$ cat src/rtl/max_select_pipe.sv
module max_select_pipe #(
  parameter int W = 4
) (
  input  logic         clk,
  input  logic         rst,
  input  logic [W-1:0] opa,
  input  logic [W-1:0] opb,
  input  logic         in_valid,
  output logic [W-1:0] max_out,
  output logic         out_valid
);

  logic [W-1:0] vld_q;

  always_ff @(posedge clk) begin
    if (rst) vld_q <= '0;
    else     vld_q <= (vld_q << 1) | W'(in_valid);
  end

  assign out_valid = vld_q[W-1];

  genvar k;
  generate
    for (k = 0; k < W; k++) begin : stg
      localparam int IDX = W - 1 - k;

      logic [W-1:0] a_q, b_q, m_q;
      logic         ga_q, gb_q;

      logic [W-1:0] a_in, b_in, m_in, m_nx;
      logic         ga_in, gb_in;
      logic         ai, bi, mb, ga_nx, gb_nx;

      if (k == 0) begin : g_head
        assign a_in  = opa;
        assign b_in  = opb;
        assign m_in  = '0;
        assign ga_in = 1'b0;
        assign gb_in = 1'b0;
      end else begin : g_body
        assign a_in  = stg[k-1].a_q;
        assign b_in  = stg[k-1].b_q;
        assign m_in  = stg[k-1].m_q;
        assign ga_in = stg[k-1].ga_q;
        assign gb_in = stg[k-1].gb_q;

        p_lead_a_sticky_r6: assert property (@(posedge clk) disable iff (rst)
          stg[k-1].ga_q |=> stg[k].ga_q);
        p_lead_b_sticky_r6: assert property (@(posedge clk) disable iff (rst)
          stg[k-1].gb_q |=> stg[k].gb_q);
      end

      assign ai    = a_in[IDX];
      assign bi    = b_in[IDX];
      assign ga_nx = ga_in | (~gb_in & ai & ~bi);
      assign gb_nx = gb_in | (~ga_in & bi & ~ai);
      assign mb    = ga_in ? ai : (gb_in ? bi : (ai | bi));

      always_comb begin
        m_nx      = m_in;
        m_nx[IDX] = mb;
      end

      always_ff @(posedge clk) begin
        if (rst) begin
          a_q  <= '0;
          b_q  <= '0;
          m_q  <= '0;
          ga_q <= 1'b0;
          gb_q <= 1'b0;
        end else begin
          a_q  <= a_in;
          b_q  <= b_in;
          m_q  <= m_nx;
          ga_q <= ga_nx;
          gb_q <= gb_nx;
        end
      end

      p_flags_excl_r6: assert property (@(posedge clk) disable iff (rst)
        !(ga_q && gb_q));
    end
  endgenerate

  assign max_out = stg[W-1].m_q;

  p_max_bounds_r3: assert property (@(posedge clk) disable iff (rst)
    (max_out >= stg[W-1].a_q) && (max_out >= stg[W-1].b_q));
  p_max_pick_r3: assert property (@(posedge clk) disable iff (rst)
    (max_out == stg[W-1].a_q) || (max_out == stg[W-1].b_q));

endmodule

$ cat config.mk
export PLATFORM = sky130hd
export DESIGN_NAME = max_select_pipe
export DESIGN_NICKNAME = d
export VERILOG_FILES = /design/src/rtl/max_select_pipe.sv
export SDC_FILE = /design/constraint.sdc
export NUM_CORES = 1
export LEC_CHECK = 0
export ABC_AREA = 1
export BUFFER_PORTS_ARGS = -buffer_cell sky130_fd_sc_hd__buf_2
export CORE_MARGIN = 3
export CORE_UTILIZATION = 30
export DETAILED_ROUTE_END_ITERATION = 16
export SETUP_SLACK_MARGIN = 0.02
export SYNTH_ARGS = -nofsm -noshare
export SYNTH_HDL_FRONTEND = slang
export SYNTH_SLANG_ARGS = --single-unit
$ cat constraint.sdc
create_clock -name clk -period 1.6 [get_ports clk]
set_clock_uncertainty 0.15 [all_clocks]
set_input_delay 0 -clock clk [delete_from_list [all_inputs] [get_ports clk]]
set_output_delay 0 -clock clk [all_outputs]
set_load 0.03 [all_outputs]
==> flow_metrics.py <==
metrics = {
    "run_status": {
        "outcome": "finished clean",
    },
    "floorplan": {
        "die_h_um": 62.9,
        "start_util_pct": 31.5,
        "die_w_um": 62.9,
        "core_um2": 3080,
        "rows": 20,
        "ioPinCount": 16,
        "die_area_um2": 3950,
    },
    "routing": {
        "route.vias.total": 706,
        "wl_um": 1460,
        "wire_per_inst_um": 7.54,
        "drtIter0Drc": 5,
        "drcViolationCount": 0,
        "postRouteAntennaNets": 0,
        "dr.pass1.iters": 4,
        "viasPerCell": 3.64,
    },
    "pwr": {
        "p_leak_nw": 0.637,
        "intPower_mw": 1.22,
        "share_comb_of_total_power_pct": 7.2,
        "power.share.clock_pct": 37.6,
        "seqPwrFrac_pct": 55.2,
        "switchingPower_mw": 0.306,
        "peakVddDrop_mv": 0.628,
        "swShare_pct": 20.1,
        "power_density_nw_per_um2": 1140,
    },
    "timing": {
        "fin_crit_ns": 1.47,
        "slew_headroom_pct": 79.8,
        "fmax_mhz": 682,
        "finalHoldViolCount": 0,
        "tightest_slew_ns": 0.302,
        "period_share_pct": 91.7,
        "timing.final.ws_setup_ns": 0.134,
        "drv_slew": 0,
        "fin_tns_setup_ns": 0,
        "finalSetupViolations": 0,
        "rsz0062_at_grt": "no",
    },
    "final_layout": {
        "area_delta_synth_final_pct": 37.3,
        "final_nets": 160,
        "final_area_um2": 1330,
        "n_antenna_cell": 0,
        "fillCellCount": 298,
        "drive_gt1_share_pct": 15.3,
    },
    "placement": {
        "placed_area_um2": 1070,
        "hpwl_um": 865,
        "pre_cts_slack_ns": 0.668,
        "port_buffers": 15,
        "place.gp.congestion": 0.717,
    },
    "clock_network": {
        "cts_buffers": 5,
        "clkSinkCount": 32,
        "post_cts_buffers": 0,
        "tritoncts": "yes",
        "htree_levels": 2,
        "cts_root_buf": "clkbuf_4",
        "clk_latency_ns": 0.31,
        "cts.clk_slew.worst_paths_ns": 0.09,
        "cts_max_path_buffers": 2,
    },
    "setup_path": {
        "slowest_stage": "dlygate4sd3_1",
        "critPathArrivalTime_ns": 1.58,
        "cp_common_cell": "dlygate4sd3_1",
        "crit_type": "in -> reg",
        "path_max_fanout": 29,
        "worst_ep_required_time_ns": 1.71,
        "worst-path-buf-inv": 3,
        "path_cells": "dlygate4sd3_1 -> clkbuf_4 -> nor3_1 -> dlygate4sd3_1",
        "reg2regPathDepth": 3,
        "r2r_start": "stg[0].ga_q$_SDFF_PP0_",
        "startpoint_type": "input port",
        "reg2reg_slack_ns": 0.72,
        "critPathMaxStageDelay_ns": 0.56,
        "end_kind": "flip-flop",
        "rr_endpoint": "stg[1].m_q[2]$_SDFF_PP0_",
        "crit_family": "buffers and inverters",
    },
    "synthesis": {
        "synth_area_um2": 970,
        "syn_area_per_cell_um2": 8.66,
        "ys_types": 9,
        "synth_fa_ha_area_share_pct": 0,
        "synth_xor_area_share_pct": 0,
        "synth_top_family_by_area": "simple AND/OR/NAND/NOR gates",
        "postSynthCellCount": 112,
        "synth.ff_latch_count": 32,
        "yosysWarnings": 0,
        "synth_area_leaders": "dfxtp_1 (66%), inv_1 (11%), nor2_1 (8.5%)",
        "synth_simple_gate_area_share_pct": 15.4,
        "synth_compound_area_share_pct": 4.13,
        "syn_nets": 123,
        "synthMuxAreaShare_pct": 0,
        "netlist.area_leader.share_pct": 66.1,
        "synth_largest_area_cell": "dfxtp_1",
        "synth_seq_area_share_pct": 66.1,
    },
    "worst_hold_path": {
        "hold_start": "stg[2].m_q[2]$_SDFF_PP0_",
        "hold_path.class": "reg -> reg",
        "min_path_cells": 2,
        "holdPathEnd": "max_out[2]$_SDFF_PP0_",
    },
    "global_route": {
        "grt-ovfl-total": 0,
        "use_met3_pct": 3.06,
        "grtUsageTotal_pct": 8.43,
        "first_global_vias": 607,
        "grt_busiest_layer": "met2",
        "met1_usage_pct": 7.96,
        "antenna_found_initial": 0,
        "grt_max_degree": 30,
        "grt_pass1_wl_um": 2480,
        "use_met2_pct": 13.8,
    },
    "run": {
        "cap_violations": 0,
    },
}
cells in the final DEF, fill, tap and decap left out:
master,n
dfxtp_1,32
inv_1,29
nor2_1,22
dlygate4sd3_1,18
nand2_1,15
buf_2,14
a21oi_1,8
clkbuf_4,6
nor3_1,2
inv_2,1
bufinv_16,1
clkinv_2,1
clkbuf_1,1
worst reg2reg max path: cells and delay by family, from the launching register on:
| family | cells | cell delay (ns) |
|---|---|---|
| flops | 1 | 0.31 |
| simple gates | 1 | 0.10 |
| compound gates | 1 | 0.16 |
| buf+inv | 1 | 0.10 |
sequential cells by signal, summed over array words and instances, names as in the netlist:
name,flops
vld_q,4
stg.b_q,6
stg.a_q,6
stg.ga_q,3
max_out,4
stg.gb_q,3
stg.m_q,6
cell type report:
cell class              count  area, µm²  area share [%]
repair buffers             33        258            19.4
flip-flops and latches     32        641            48.1
clock buffers               6       41.3            3.10
clock inverters             2       35.0            2.63
multi-input cells          47        189            14.2
well taps                  44       55.1            4.14
inverters                  30        113            8.46
kinds of logic (layout without fill, tap and decap cells):
logic type | after synthesis | after routing
flops | 32 | 32
compound gates | 8 | 8
simple gates | 39 | 39
buf+inv | 33 | 71
cells in the mapped netlist, drive strengths merged:
cell type,instances
a21oi,8
nor3,2
buf,3
nand2,15
dfxtp,32
nor2,22
inv,30
through the flow:
step	power [mW]	hold WS, ns	util [%]	instances
after detailed placement	0.934	0.0341	34.8	168
after CTS	1.54	0.228	43.2	194
after global routing	1.59	0.272	43.3	194
after global placement	0.930	0.0274	34.8	168
after floorplan	0.914	-0.0725	-	112
final	1.52	0.254	43.3	194
repair_timing:
| action | CTS | global route |
|---|---|---|
| hold buffers | 18 | 0 |
| resized for setup | 0 | 1 |
| hold endpoints to repair | 26 | 0 |
| setup endpoints to repair | 0 | 8 |
metal layers:
metal  vias up  wire length [µm]
li1        390                 -
met1       297               597
met2        15               744
met3         4                77
met4         0                42
met5         -                 0
worst max path at each step:
| stage | slack, ns | cells past startpoint | endpoint | startpoint |
|---|---|---|---|---|
| floorplan | 0.84 | 4 | stg[1].ga_q$_SDFF_PP0_ | stg[0].ga_q$_SDFF_PP0_ |
| global placement | 0.72 | 4 | stg[2].gb_q$_SDFF_PP0_ | rst |
| detailed placement | 0.67 | 4 | stg[2].gb_q$_SDFF_PP0_ | rst |
| CTS | 0.04 | 4 | stg[0].a_q[2]$_SDFF_PP0_ | rst |
| global route | 0.04 | 4 | stg[0].ga_q$_SDFF_PP0_ | rst |
| finish | 0.13 | 4 | stg[0].ga_q$_SDFF_PP0_ | rst |
power groups by stage:
| stage | Sequential [mW] | Clock, mW | Combinational [mW] |
|---|---|---|---|
| floorplan | 0.863 | 0 | 0.0509 |
| global placement | 0.858 | 0 | 0.0724 |
| detailed placement | 0.859 | 0 | 0.0758 |
| CTS | 0.840 | 0.596 | 0.108 |
| global route | 0.843 | 0.626 | 0.124 |
| finish | 0.840 | 0.572 | 0.109 |
(Power assumes the default switching activity.)
